### src/rtl/trapvec_pkg.sv
package trapvec_pkg;

  localparam logic [1:0] MODE_DIRECT   = 2'b00;
  localparam logic [1:0] MODE_VECTORED = 2'b01;

  typedef enum logic [1:0] {
    ACC_READ  = 2'b00,
    ACC_WRITE = 2'b01,
    ACC_SET   = 2'b10,
    ACC_CLEAR = 2'b11
  } acc_op_e;

  function automatic logic mode_is_legal(input logic [1:0] m);
    return (m == MODE_DIRECT) || (m == MODE_VECTORED);
  endfunction

endpackage

### src/rtl/trapvec_rmw.sv
module trapvec_rmw
  import trapvec_pkg::*;
#(
  parameter int XLEN = 32
) (
  input  logic            valid_i,
  input  logic [1:0]      op_i,
  input  logic [XLEN-1:0] old_i,
  input  logic [XLEN-1:0] opnd_i,
  output logic [XLEN-1:0] raw_o,
  output logic            upd_o
);

  acc_op_e op;
  assign op = acc_op_e'(op_i);

  always_comb begin
    raw_o = old_i;
    upd_o = 1'b0;
    if (valid_i) begin
      unique case (op)
        ACC_WRITE: begin raw_o = opnd_i;           upd_o = 1'b1; end
        ACC_SET:   begin raw_o = old_i | opnd_i;   upd_o = 1'b1; end
        ACC_CLEAR: begin raw_o = old_i & ~opnd_i;  upd_o = 1'b1; end
        default:   begin raw_o = old_i;            upd_o = 1'b0; end
      endcase
    end
  end

endmodule

### src/rtl/trapvec_legal.sv
module trapvec_legal
  import trapvec_pkg::*;
#(
  parameter int XLEN           = 32,
  parameter int VEC_ALIGN_BITS = 8
) (
  input  logic [XLEN-1:0] raw_i,
  input  logic [1:0]      old_mode_i,
  output logic [XLEN-1:0] legal_o
);

  localparam logic [XLEN-1:0] ONE      = 1;
  localparam logic [XLEN-1:0] WORD_MSK = ~((ONE << 2) - ONE);
  localparam logic [XLEN-1:0] VEC_MSK  = ~((ONE << VEC_ALIGN_BITS) - ONE);

  logic [1:0]      mode_n;
  logic [XLEN-1:0] base_n;

  always_comb begin
    mode_n  = mode_is_legal(raw_i[1:0]) ? raw_i[1:0] : old_mode_i;
    base_n  = (mode_n == MODE_VECTORED) ? (raw_i & VEC_MSK) : (raw_i & WORD_MSK);
    legal_o = base_n | {{(XLEN-2){1'b0}}, mode_n};
  end

endmodule

### src/rtl/trapvec_target.sv
module trapvec_target
  import trapvec_pkg::*;
#(
  parameter int XLEN    = 32,
  parameter int CAUSE_W = 6
) (
  input  logic [XLEN-1:0]    csr_i,
  input  logic               irq_i,
  input  logic [CAUSE_W-1:0] cause_i,
  output logic [XLEN-1:0]    pc_o
);

  logic [XLEN-1:0] base;
  logic [XLEN-1:0] offs;

  always_comb begin
    base = {csr_i[XLEN-1:2], 2'b00};
    offs = {{(XLEN-CAUSE_W){1'b0}}, cause_i} << 2;
    pc_o = (csr_i[1:0] == MODE_VECTORED && irq_i) ? base + offs : base;
  end

endmodule

### src/rtl/trapvec_csr.sv
module trapvec_csr
  import trapvec_pkg::*;
#(
  parameter int              XLEN           = 32,
  parameter int              VEC_ALIGN_BITS = 8,
  parameter int              CAUSE_W        = 6,
  parameter bit              READ_ONLY      = 1'b0,
  parameter logic [XLEN-1:0] FIXED_VALUE    = '0
) (
  input  logic               clk_i,
  input  logic               rst_ni,
  input  logic               acc_valid_i,
  input  logic [1:0]         acc_op_i,
  input  logic [XLEN-1:0]    acc_wdata_i,
  output logic [XLEN-1:0]    acc_rdata_o,
  input  logic               trap_irq_i,
  input  logic [CAUSE_W-1:0] trap_cause_i,
  output logic [XLEN-1:0]    trap_pc_o
);

  logic [XLEN-1:0] csr_q;

  generate
    if (READ_ONLY) begin : g_fixed
      logic [XLEN-1:0] fixed_legal;
      trapvec_legal #(.XLEN(XLEN), .VEC_ALIGN_BITS(VEC_ALIGN_BITS)) u_fix (
        .raw_i(FIXED_VALUE), .old_mode_i(MODE_DIRECT), .legal_o(fixed_legal)
      );
      assign csr_q = fixed_legal;

      p_ro_hold_r11: assert property (@(posedge clk_i) disable iff (!rst_ni)
        acc_valid_i |=> $stable(acc_rdata_o));
    end else begin : g_rw
      logic [XLEN-1:0] raw;
      logic [XLEN-1:0] legal;
      logic            upd;
      logic [XLEN-1:0] store_q;

      trapvec_rmw #(.XLEN(XLEN)) u_rmw (
        .valid_i(acc_valid_i), .op_i(acc_op_i), .old_i(store_q),
        .opnd_i(acc_wdata_i), .raw_o(raw), .upd_o(upd)
      );

      trapvec_legal #(.XLEN(XLEN), .VEC_ALIGN_BITS(VEC_ALIGN_BITS)) u_leg (
        .raw_i(raw), .old_mode_i(store_q[1:0]), .legal_o(legal)
      );

      always_ff @(posedge clk_i) begin
        if (!rst_ni)  store_q <= '0;
        else if (upd) store_q <= legal;
      end
      assign csr_q = store_q;

      p_idle_hold_r7: assert property (@(posedge clk_i) disable iff (!rst_ni)
        (!acc_valid_i || acc_op_i == ACC_READ) |=> $stable(store_q));
      p_set_keeps_r5: assert property (@(posedge clk_i) disable iff (!rst_ni)
        (acc_valid_i && acc_op_i == ACC_SET && acc_wdata_i[XLEN-1:VEC_ALIGN_BITS] == '0)
        |=> store_q[XLEN-1:VEC_ALIGN_BITS] == $past(store_q[XLEN-1:VEC_ALIGN_BITS]));
    end
  endgenerate

  assign acc_rdata_o = csr_q;

  trapvec_target #(.XLEN(XLEN), .CAUSE_W(CAUSE_W)) u_tgt (
    .csr_i(csr_q), .irq_i(trap_irq_i), .cause_i(trap_cause_i), .pc_o(trap_pc_o)
  );

  p_vec_align_r3: assert property (@(posedge clk_i) disable iff (!rst_ni)
    (acc_rdata_o[1:0] == MODE_VECTORED) |-> (acc_rdata_o[VEC_ALIGN_BITS-1:2] == '0));
  p_mode_legal_r4: assert property (@(posedge clk_i) disable iff (!rst_ni)
    acc_rdata_o[1] == 1'b0);
  p_exc_base_r10: assert property (@(posedge clk_i) disable iff (!rst_ni)
    !trap_irq_i |-> trap_pc_o == {acc_rdata_o[XLEN-1:2], 2'b00});
  p_direct_base_r9: assert property (@(posedge clk_i) disable iff (!rst_ni)
    (acc_rdata_o[1:0] == MODE_DIRECT) |-> trap_pc_o == {acc_rdata_o[XLEN-1:2], 2'b00});

endmodule

### config.mk
export PLATFORM = sky130hd
export DESIGN_NAME = trapvec_csr
export DESIGN_NICKNAME = d
export VERILOG_FILES = /design/src/rtl/trapvec_pkg.sv /design/src/rtl/trapvec_rmw.sv /design/src/rtl/trapvec_legal.sv /design/src/rtl/trapvec_target.sv /design/src/rtl/trapvec_csr.sv
export SDC_FILE = /design/constraint.sdc
export NUM_CORES = 1
export LEC_CHECK = 0
export BUFFER_PORTS_ARGS = -buffer_cell sky130_fd_sc_hd__buf_4
export CORE_AREA = 8 8 80 82
export DETAILED_ROUTE_END_ITERATION = 6
export DIE_AREA = 0 0 88 90
export GPL_ROUTABILITY_DRIVEN = 0
export PLACE_DENSITY = 0.83
export SYNTH_ARGS = -nofsm -noshare
export SYNTH_HDL_FRONTEND = slang
export SYNTH_SLANG_ARGS = --single-unit
### constraint.sdc
create_clock -name clk_i -period 2.55 [get_ports clk_i]
set_clock_uncertainty 0.15 [all_clocks]
set_input_delay 0.255 -clock clk_i [delete_from_list [all_inputs] [get_ports clk_i]]
set_output_delay 0.255 -clock clk_i [all_outputs]
set_load 0.05 [all_outputs]
Word level (Yosys, flattened, before mapping):

Cells that the tools add are included.

* register bits: 32
* output and inout bits: 64
* input port bits: 44
* logic and storage cells: 23

* reduce and logical (&&, ||, !) cells: 4
* bitwise logic cells: 4
* muxes and demuxes: 7
* add/sub/neg operators: 1
* equal/unequal tests: 6

Operator list (number)
* $pmux W32 S3: 1
* $mux W32: 2
* $add A32 B8 Y32: 1
* $and A32 B32 Y32: 1
* $not A32 Y32: 1
* $or A32 B2 Y32: 1
* $or A32 B32 Y32: 1
* $eq A2 B1 Y1 const B: 4
* $mux W8: 1
* $eq A2 B2 Y1 const B: 2
* $reduce_or A3 Y1: 1
* $logic_not A2 Y1: 1
* $mux W1: 2
* $mux W2: 1
* $logic_and A1 B1 Y1: 1
* $logic_or A1 B1 Y1: 1

Longest topological paths before layout:

Gate-level depths: netlist of the first run.

* depth after elaboration: 10
* depth in mapped cells: 8
* gate-level depth less buffers: 7

Modules after synthesis:

From an unflattened synthesis of the first run, not the netlist that was laid out.

* cell total of the unflattened synthesis: 399
* area, all modules: 3559.7 um^2

Modules (own cells, without submodules)
* trapvec_csr: cells each 103, seq. area each 640.6 um^2, area each 1243.7 um^2, times used 1
* trapvec_rmw: cells each 149, seq. area each 0.0 um^2, area each 1183.6 um^2, times used 1
* trapvec_target: cells each 111, seq. area each 0.0 um^2, area each 830.8 um^2, times used 1
* trapvec_legal: cells each 36, seq. area each 0.0 um^2, area each 301.5 um^2, times used 1

Worst setup path before layout of the first run:

Ideal clock, no wire load.

* path kind: flip-flop to output port
* start point: register g_rw.store_q[2] (netlist: acc_rdata_o[2])
* end point: output trap_pc_o[12]
* stages on the path, launching flop included: 9
* buffers on the path: 1
* setup slack: -726 ps
* required time: 2145 ps
* data arrival time: 2871 ps
* cells stage by stage: dfxtp_1 -> ha_1 -> fa_1 -> a21oi_1 -> or3b_4 -> a21boi_2 -> buf_6 -> nand4_1 -> xnor2_1

* longest elaborated chain between the ends: 2

RTL lines
* start, declared: RTL line trapvec_csr.sv:37 `logic [XLEN-1:0] store_q;`
* start signal, assigned: RTL line trapvec_csr.sv:50 `else if (upd) store_q <= legal;`
* $add A32 B8 Y32: RTL line trapvec_target.sv:19 `pc_o = (csr_i[1:0] == MODE_VECTORED && irq_i) ? base + offs : base;`
* $mux W32: RTL line trapvec_target.sv:19
* end, declared: RTL line trapvec_csr.sv:18 `output logic [XLEN-1:0] trap_pc_o`

Every way passes these cells.

Worst setup path after layout of the first run:

* start point: register g_rw.store_q[2] (netlist: acc_rdata_o[2])
* end point: output trap_pc_o[20]

Same word-level chain as after synthesis.

==> out/qor.yml, run 1 <==
synth:
  yosys-mux-area-fraction: 0.01890
  yosys.area_share.simple: 0.2257
  seq_area_frac_synth: 0.2846
  yosysTopAreaCell: "dfxtp_1"
  synthDistinctLibCells: 42
  ys_top_cells_by_area: "dfxtp_1, xnor2_1, o21ai_0, a22oi_1, nor2b_1"
  syn_area_um2: 2251
  synth_compound_area_frac: 0.2496
  synth_xor_area_frac: 0.1089
  synth_top_area_share: 0.2846
  synth_seq_cells: 32
  yosys_warnings: 0
  syn-mean-instance-area_um2: 8.275
  syn_inst: 272
  synth-adder-area-share: 0.06448
  synth_top_family_by_area: "compound AO/OA/AOI/OAI gates"
global_routing:
  grt.total_usage: 0.2150
  grt_pass1_vias: 2830
  antenna_found_initial: 0
  grt_start_max_net_pins: 33
  grt_pass1_wl_mm: 13.71
  grt_overflow: 0
power:
  switchingPower_uw: 522.9
  pwr-share-seq: 0.351
  vdd_drop_max_uv: 305.5
  p_int_mw: 1.022
  p_comb_frac: 0.335
  switching_share: 0.3385
  p_leak_nw: 1.797
  pwr_density_cell_nw_per_um2: 384.2
  clkPwrFrac: 0.314
clocking:
  cts_inserted_buffers: 5
  path_clk_slew_ns: 0.07
  cts_sinks: 32
  hold_buffers: 0
  ctsRootBufferMaster: "clkbuf_8"
  cts_tree: "yes"
  htreeDepth: 2
  clock_latency_ns: 0.28
  clk_path_buf_depth: 2
setup_path:
  reg2reg_depth: 5
  r2r-start: "acc_rdata_o[1]"
  r2r_slack_ns: 1.00
  reg2reg_to: "acc_rdata_o[3]"
  worst_setup_path_start_kind: "flop"
  critPathRequiredTime_ns: 2.14
  critical_path_arrival_ns: 2.36
  worstSetupPathType: "reg -> out"
  worstSetupEndpointType: "primary output"
  critPathMaxFanout: 5
route:
  drc_errors: 0
  wl_per_cell_um: 18.00
  firstDrtPassIters: 4
  wirelength_mm: 8.570
  drt_iter0_drc: 146
  via_per_inst: 5.502
  num_vias: 2619
  ant_nets: 0
timing:
  rsz0062_at_grt: "yes"
  fin_crit_ns: 2.770
  slew_viol_final: 0
  worst_slack_ns: -0.2196
  finalSetupViolations: 19
  hold_viol: 0
  clock.fmax_mhz: 361.1
  final.setup.tns_ns: -2.402
  fin_crit_sh: 1.086
outcome:
  status: "finished with violations"
  violations: "setup timing"
final_layout:
  syn2layout_area_growth_pct: 78.60
  post-route-util: 0.7677
  antenna_cells: 0
  nNetsFinal: 458
  fin_cells: 476
  largest_reg_flops: 32
  final_layout_size_suffix_gt1_frac: 0.5198
  design_area_um2: 4020
floorplan:
  placementRows: 27
  start_util: 0.4299
  die_w_um: 88
  io_pins: 108
  core_area_um2: 5236
  dieArea_um2: 7920
  die_y_um: 90
placement:
  dp_hpwl_mm: 5.943
  post-place-ws_ns: -0.01535
  place_area_um2: 3558
  io_buffers: 105
  place_inst: 454
worst_hold_path:
  hp-class: "in -> reg"
  hold-path-endpoint: "acc_rdata_o[8]"
  min_path_cells: 3
  min_from: "acc_wdata_i[8]"
job:
  max_cap_viol_count: 0
metrics by stage:
stage	power, mW	hold slack (ns)
finish	1.545	0.07740
global route	1.609	0.1064
CTS	1.542	0.07182
detailed placement	1.040	0.3547
global placement	1.028	0.3559
floorplan	0.8634	0.2508
timing repair:
item,in CTS,in global routing
endpoints found under the setup margin,22,24
buffers inserted,12,2
gates resized for setup,47,12
gates cloned,1,0
pin swaps,16,5
worst max-delay path by stage:
| stage | start | to | depth (start not counted) |
|---|---|---|---|
| after floorplan | acc_rdata_o[3] | trap_pc_o[9] | 6 |
| after global placement | trap_cause_i[0] | trap_pc_o[18] | 10 |
| after detailed placement | trap_cause_i[0] | trap_pc_o[12] | 10 |
| after CTS | acc_rdata_o[2] | trap_pc_o[12] | 9 |
| after global routing | acc_rdata_o[2] | trap_pc_o[12] | 9 |
| final | acc_rdata_o[2] | trap_pc_o[20] | 10 |
cell families (layout without fill, tap and decap cells):
kind of cell / after synthesis / in the layout
buf+inv: 22 / 153
other cells: 1 / 2
flops: 32 / 32
mux: 4 / 4
fa+ha+maj: 11 / 11
xor+xnor: 28 / 28
compound gates: 87 / 87
simple gates: 87 / 87
metal layers:
metal  part of all wire  GRT usage  wire length [um]
met5                  0          0                 0
met4              0.014    0.06887               121
met3              0.078    0.06915               670
met2               0.53     0.3867              4512
met1               0.38     0.2256              3266
final cells by class:
| cell class | instances | area, um^2 |
|---|---|---|
| clock buffers | 6 | 72.57 |
| repair buffers | 140 | 1181 |
| well taps | 72 | 90.09 |
| fillers | 374 | 1216 |
| clock inverters | 2 | 35.03 |
| flip-flops and latches | 32 | 656.9 |
| inverters | 5 | 18.77 |
| multi-input cells | 219 | 1966 |
Yosys cell counts:
cell	number
and2_1	2
nor2b_1	25
nand3_1	10
buf_2	5
a21o_1	1
o21bai_1	1
and4_1	4
nand2b_1	1
a2111o_1	1
o2111ai_2	1
nand3b_1	1
and2b_2	1
a21boi_2	1
ha_1	10
a21o_2	1
nor3_1	2
o21ai_0	38
nor2_1	6
o21ai_1	1
fa_1	1
o21a_1	3
xnor2_1	23
mux2i_1	2
conb_1	1
a22oi_1	24
buf_6	1
and3_1	11
a211oi_1	1
nand2_1	13
a21oi_1	7
clkbuf_1	9
inv_1	5
and3_2	1
o31ai_1	1
xor2_1	5
mux2_2	2
nor3b_2	1
or3b_4	1
a22o_1	6
buf_4	2
dfxtp_1	32
nand4_1	8
power by group through the flow:
| stage | combinational (mW) | sequential (mW) | clock [mW] |
|---|---|---|---|
| final | 0.518 | 0.542 | 0.485 |
| after global routing | 0.552 | 0.544 | 0.513 |
| after CTS | 0.511 | 0.541 | 0.490 |
| after detailed placement | 0.486 | 0.554 | 0 |
| after global placement | 0.475 | 0.553 | 0 |
| after floorplan | 0.236 | 0.627 | 0 |
critical path, cell delays in order, from the launching register on:
cell and delay, ns:
dfxtp_4 0.36, ha_4 0.13, fa_2 0.21, a21oi_2 0.06, or3b_4 0.39, a21boi_4 0.18
buf_4 0.15, buf_8 0.12, nand3_2 0.10, xnor2_2 0.18, buf_6 0.18
placed cells by master (no fill, tap or decap), drive strengths merged, types with 2 or more instances in the layout:
cell type / n
a22o: 6
conb: 2
a21oi: 7
mux2: 2
nand3: 10
and4: 4
a21o: 2
xor2: 5
ha: 10
nor3: 2
clkbuf: 6
o21a: 3
nand2: 13
and2: 2
nor2b: 25
xnor2: 23
and3: 12
inv: 5
a22oi: 24
buf: 140
mux2i: 2
dfxtp: 32
nand4: 8
o21ai: 39
nor2: 6
(Power assumes the default switching activity.)
==> inputs of run 2 (changes only) <==
- RECOVER_POWER: default -> 100
==> run 2 against run 1 <==
  * The flow still finishes with violations (setup timing)
  * Wire length is 0.69% lower
  * Final area is 3.5% lower
  * Count of clock-buffer cells in the layout stayed put
  * Die area stayed put
  * Sequential power hardly changed
  * Utilization is 2.7 points lower
  * Sequential cell count stayed put
  * First-iteration DRC count is 1.4% higher
  * Global-route usage stayed put
  * Register-to-register slack worse by 0.06 ns
  * Critical endpoint unchanged
==> out/qor.yml, run 2 (synthesis gave the netlist of run 1 again) <==
setup_path:
  worstSetupPathType: "reg -> out"  # unchanged
  worstSetupEndpointType: "primary output"  # unchanged
  max_stage_delay_ns: 0.39  # about the same
  critPathTopFamily: "simple AND/OR/NAND/NOR gates"  # unchanged
  critPathMaxFanout: 5  # unchanged
  path_cells: "ha_4, fa_2, a21oi_2, or3b_4, a21boi_4, buf_4, buf_8, nand3_2, xnor2_2, buf_6"  # unchanged
  slowest_stage: "or3b_4"  # unchanged
  critPathBufInv: 3  # unchanged
  worst_setup_path_start_kind: "flop"  # unchanged
  critical_path_arrival_ns: 2.36  # about the same
  critPathRequiredTime_ns: 2.14  # about the same
route:
  wl_per_cell_um: 17.88  # was 18.00 um
  wirelength_mm: 8.511  # was 8.570 mm
  ant_nets: 0  # unchanged
  num_vias: 2623  # was 2619
  drt_iter0_drc: 148  # was 146
  via_per_inst: 5.511  # was 5.502
  firstDrtPassIters: 4  # unchanged
  drc_errors: 0  # unchanged
final_layout:
  seq_area_um2: 656.9  # unchanged
  final_layout_size_suffix_gt1_frac: 0.4307  # was 0.5198
  multi_input_area_um2: 1958  # was 1966 um^2
  nFillCells: 418  # was 374
  post-route-util: 0.7405  # was 0.7677
  largest_reg_flops: 32  # unchanged
  fin_cells: 476  # unchanged
  nNetsFinal: 458  # unchanged
  antenna_cells: 0  # unchanged
  final_cell_mix: "buf_4, clkbuf_1, o21ai_0"  # was buf_4, o21ai_0, dfxtp_1
  syn2layout_area_growth_pct: 72.26  # was 78.60%
  final_common_cell: "buf_4"  # unchanged
global_routing:
  grt_overflow: 0  # unchanged
  grt.total_usage: 0.2150  # unchanged
  grt_pass1_vias: 2830  # unchanged
  antenna_found_initial: 0  # unchanged
  grt_pass1_wl_mm: 13.71  # unchanged
  grt_start_max_net_pins: 33  # unchanged
timing:
  final.setup.tns_ns: -2.386  # was -2.402 ns
  worst_slack_ns: -0.2150  # was -0.2196 ns
  hold_viol: 0  # unchanged
  clock.fmax_mhz: 361.7  # was 361.1 MHz
  finalSetupViolations: 21  # was 19
  slew_viol_final: 0  # unchanged
  tightest_slew_ns: 1.042
  fin_crit_sh: 1.084  # was 1.086
  worst_hold_slack_ns: 0.07843  # was 0.07740 ns
  fin_crit_ns: 2.765  # was 2.770 ns
  relSlewSlack: 0.3056
  rsz0062_at_grt: "yes"  # unchanged
placement:
  dp_hpwl_mm: 5.943  # unchanged
  place_inst: 454  # unchanged
  io_buffers: 105  # unchanged
clocking:
  path_clk_slew_ns: 0.07  # about the same
  cts_sinks: 32  # unchanged
  clock_latency_ns: 0.28  # about the same
  htreeDepth: 2  # unchanged
  clk_path_buf_depth: 2  # unchanged
  cts_tree: "yes"  # unchanged
  ctsRootBufferMaster: "clkbuf_8"  # unchanged
  cts_inserted_buffers: 5  # unchanged
outcome:
  violations: "setup timing"  # unchanged
  status: "finished with violations"  # unchanged
floorplan:
  io_pins: 108  # unchanged
  dieArea_um2: 7920  # unchanged
  die_y_um: 90  # unchanged
  placementRows: 27  # unchanged
  start_util: 0.4299  # unchanged
  die_w_um: 88  # unchanged
  core_area_um2: 5236  # unchanged
power:
  pwr_density_cell_nw_per_um2: 392.6  # was 384.2 nW/um^2
  vdd_drop_max_uv: 304.1  # was 305.5 uV
  p_leak_nw: 1.650  # was 1.797 nW
job:
  max_cap_viol_count: 0  # unchanged
worst_hold_path:
  hp-class: "in -> reg"  # unchanged
run 2: power breakdown:
group	leakage (nW)	total [mW]	switching (mW)	internal, mW
registers	0.264	0.542	0.0238	0.518
logic	1.33	0.497	0.303	0.194
clock network	0.0552	0.484	0.194	0.290
run 2: area by class of cell:
type                            count  share of cell area
Tap cell                           72             0.02323
Inverter                            5            0.004840
Timing Repair Buffer              140              0.2698
Clock buffer                        6             0.01872
Sequential cell                    32              0.1694
Clock inverter                      2            0.009035
Multi-Input combinational cell    219              0.5050
run 2: worst reg2reg max path: stages (launching register included):
cell and delay (ns):
dfxtp_1 0.37, nor2_1 0.07, a22oi_1 0.24, a2111o_1 0.17, o2111ai_2 0.20, and3_1 0.31
run 2: worst paths after layout:
| check | start | to | slack [ns] | cells past startpoint |
|---|---|---|---|---|
| min reg2reg | acc_rdata_o[1] | acc_rdata_o[1] | 0.37 | 1 |
| max reg2reg | acc_rdata_o[1] | acc_rdata_o[3] | 0.94 | 5 |
| min | acc_wdata_i[8] | acc_rdata_o[8] | 0.08 | 3 |
| max | acc_rdata_o[2] | trap_pc_o[20] | -0.22 | 10 |
run 2: through the flow:
step	total power [mW]	cell area [um^2]	setup slack, ns
4_1_cts	1.542	3974	-0.2316
5_1_grt	1.588	3877	-0.3122
2_1_floorplan	0.8634	2577	-0.1205
3_5_place_dp	1.040	3558	-0.01535
3_3_place_gp	1.028	3558	0.03471
6_report	1.522	3877	-0.2150
run 2: what timing repair did:
| action | CTS | global route |
|---|---|---|
| setup buffers | 12 | 2 |
| gates resized for setup | 47 | 12 |
| endpoints found under the setup margin | 22 | 24 |
| gates cloned | 1 | 0 |
| hold buffers | 0 | 0 |
| pin swaps | 16 | 5 |
run 2: routing by layer:
layer | global-route usage | part of all wire | vias up
li1 | - | - | 1246
met1 | 0.2256 | 0.38 | 1251
met2 | 0.3867 | 0.52 | 109
met3 | 0.06915 | 0.085 | 17
met4 | 0.06887 | 0.014 | 0
met5 | 0 | 0 | -
==> inputs of run 3 (changes only) <==
- GPL_TIMING_DRIVEN: default -> 1
- PLACE_DENSITY: 0.83 -> 0.73
==> run 3 against run 2 <==
  * The run still ends with setup timing left
  * Sequential share of layout area grew 0.69 points
  * Combinational power shrank 4.8%
  * Sequential cell count is the same
  * Register-to-register slack worse by 0.07 ns
  * Worst hold slack gained 0.0017 ns
  * Cell count decreased by 1.9%
  * Via count down 3.7%
  * Fmax is 1.9% lower
  * Critical path type unchanged
  * Critical endpoint is now trap_pc_o[12]
  * Largest power group is now clock
==> out/qor.yml, run 3 (synthesis gave the netlist of run 1 again) <==
final_layout:
  syn2layout_area_growth_pct: 63.92  # was 72.26%
  largest_reg_flops: 32  # unchanged
  final_layout_size_suffix_gt1_frac: 0.3823  # was 0.4307
  nNetsFinal: 449  # was 458
  fin_cells: 467  # was 476
  antenna_cells: 0  # unchanged
  design_area_um2: 3690  # was 3877 um^2
  final_cell_mix: "buf_4, o21ai_0, clkbuf_1"  # was buf_4, clkbuf_1, o21ai_0
  final_common_cell: "buf_4"  # unchanged
power:
  p_leak_nw: 1.606  # was 1.650 nW
  vdd_drop_max_uv: 310.4  # was 304.1 uV
  pwr_density_cell_nw_per_um2: 423.2  # was 392.6 nW/um^2
floorplan:
  die_w_um: 88  # unchanged
  io_pins: 108  # unchanged
  core_area_um2: 5236  # unchanged
  placementRows: 27  # unchanged
  die_y_um: 90  # unchanged
  start_util: 0.4299  # unchanged
  dieArea_um2: 7920  # unchanged
setup_path:
  max_stage_delay_ns: 0.38  # was 0.39 ns
  path_cells: "ha_4, fa_2, a21oi_2, or3b_4, a21boi_2, buf_12, nand4_1, xnor2_4, buf_8"  # was ha_4, fa_2, a21oi_2, or3b_4, a21boi_4, buf_4, buf_8, nand3_2, xnor2_2, buf_6
  critical_path_arrival_ns: 2.41  # was 2.36 ns
  critPathMaxFanout: 10  # was 5
  worst_setup_path_start_kind: "flop"  # unchanged
  worstSetupEndpointType: "primary output"  # unchanged
  worstSetupPathType: "reg -> out"  # unchanged
  slowest_stage: "or3b_4"  # unchanged
  critPathRequiredTime_ns: 2.14  # about the same
clocking:
  hold_buffers: 0  # unchanged
  path_clk_slew_ns: 0.07  # about the same
  cts_sinks: 32  # unchanged
  clk_path_buf_depth: 2  # unchanged
  cts_inserted_buffers: 5  # unchanged
  htreeDepth: 2  # unchanged
  clock_latency_ns: 0.29  # was 0.28 ns
  cts_tree: "yes"  # unchanged
  ctsRootBufferMaster: "clkbuf_8"  # unchanged
timing:
  tightest_slew_ns: 0.9177  # was 1.042 ns
  rsz0062_at_grt: "yes"  # unchanged
  slew_viol_final: 0  # unchanged
  fin_crit_sh: 1.106  # was 1.084
  worst_slack_ns: -0.2696  # was -0.2150 ns
  finalSetupViolations: 23  # was 21
  fin_crit_ns: 2.820  # was 2.765 ns
  relSlewSlack: 0.3882  # was 0.3056
  clock.fmax_mhz: 354.7  # was 361.7 MHz
  hold_viol: 0  # unchanged
placement:
  place_area_um2: 3573  # was 3558 um^2
  place_inst: 456  # was 454
  io_buffers: 105  # unchanged
  post-place-ws_ns: -0.002051  # was -0.01535 ns
  dp_hpwl_mm: 5.841  # was 5.943 mm
outcome:
  status: "finished with violations"  # unchanged
  violations: "setup timing"  # unchanged
global_routing:
  grt_overflow: 0  # unchanged
  grt_pass1_vias: 2485  # was 2830
  antenna_found_initial: 0  # unchanged
  grt_start_max_net_pins: 33  # unchanged
  grt_pass1_wl_mm: 12.32  # was 13.71 mm
  grt.total_usage: 0.1912  # was 0.2150
route:
  num_vias: 2525  # was 2623
  via_per_inst: 5.407  # was 5.511
  ant_nets: 0  # unchanged
  drc_errors: 0  # unchanged
  firstDrtPassIters: 4  # unchanged
  wirelength_mm: 7.799  # was 8.511 mm
  wl_per_cell_um: 16.70  # was 17.88 um
  drt_iter0_drc: 129  # was 148
job:
  max_cap_viol_count: 0  # unchanged
worst_hold_path:
  hp-class: "in -> reg"  # unchanged
-- run 3: layout make-up --
class,instances,area (um^2)
clock inverter,1,30.03
inverter,5,18.77
fill,463,1546
sequential,32,650.6
timing repair buffer,131,944.7
multi-input combinational,219,1859
clock buffer,7,96.34
tap,72,90.09
-- run 3: per-stage QoR --
step	power [mW]	setup TNS, ns	hold slack [ns]	util
2_1_floorplan	0.8634	-0.2620	0.2508	-
3_3_place_gp	1.031	0	0.3726	0.6824
3_5_place_dp	1.039	-0.002051	0.3757	0.6824
4_1_cts	1.582	-3.191	0.08144	0.7262
5_1_grt	1.620	-5.518	0.08580	0.7047
6_report	1.562	-3.042	0.08012	0.7047
-- run 3: path summary, 6_finish.rpt --
| kind | from | to | slack (ns) | cells past startpoint |
|---|---|---|---|---|
| setup / recovery | acc_rdata_o[2] | trap_pc_o[12] | -0.27 | 9 |
| hold / removal | acc_wdata_i[30] | acc_rdata_o[30] | 0.08 | 3 |
| setup reg to reg | acc_rdata_o[1] | acc_rdata_o[4] | 0.87 | 5 |
| hold reg to reg | acc_rdata_o[8] | acc_rdata_o[8] | 0.40 | 2 |
-- run 3: power by group --
| group | switching [mW] | internal [mW] |
|---|---|---|
| clock | 0.201 | 0.345 |
| sequential | 0.0236 | 0.519 |
| combinational | 0.291 | 0.181 |
| total | 0.516 | 1.05 |
-- run 3: timing repair --
item                                    in CTS  in global routing
endpoints found under the setup margin      22                 26
pin swaps                                    4                  3
gates cloned                                 0                  0
setup buffers                                2                  1
gates resized for setup                     17                  5
-- run 3: routing by layer --
| metal | vias up | global-route usage | routed length (um) |
|---|---|---|---|
| met5 | - | 0 | 0 |
| met1 | 1196 | 0.2173 | 3205 |
| li1 | 1228 | - | - |
| met4 | 0 | 0.05308 | 116 |
| met3 | 9 | 0.05914 | 563 |
| met2 | 92 | 0.3296 | 3913 |
-- run 3: worst max-delay path, delay by kind of cell, from the launching register on --
| family | cells | cell delay, ns |
|---|---|---|
| xor gates and xnor gates | 1 | 0.24 |
| and+or+nand+nor | 2 | 0.58 |
| buffers and inverters | 2 | 0.31 |
| adders and majority gates | 2 | 0.36 |
| DFF | 1 | 0.37 |
| AOI/OAI and AO/OA | 2 | 0.24 |
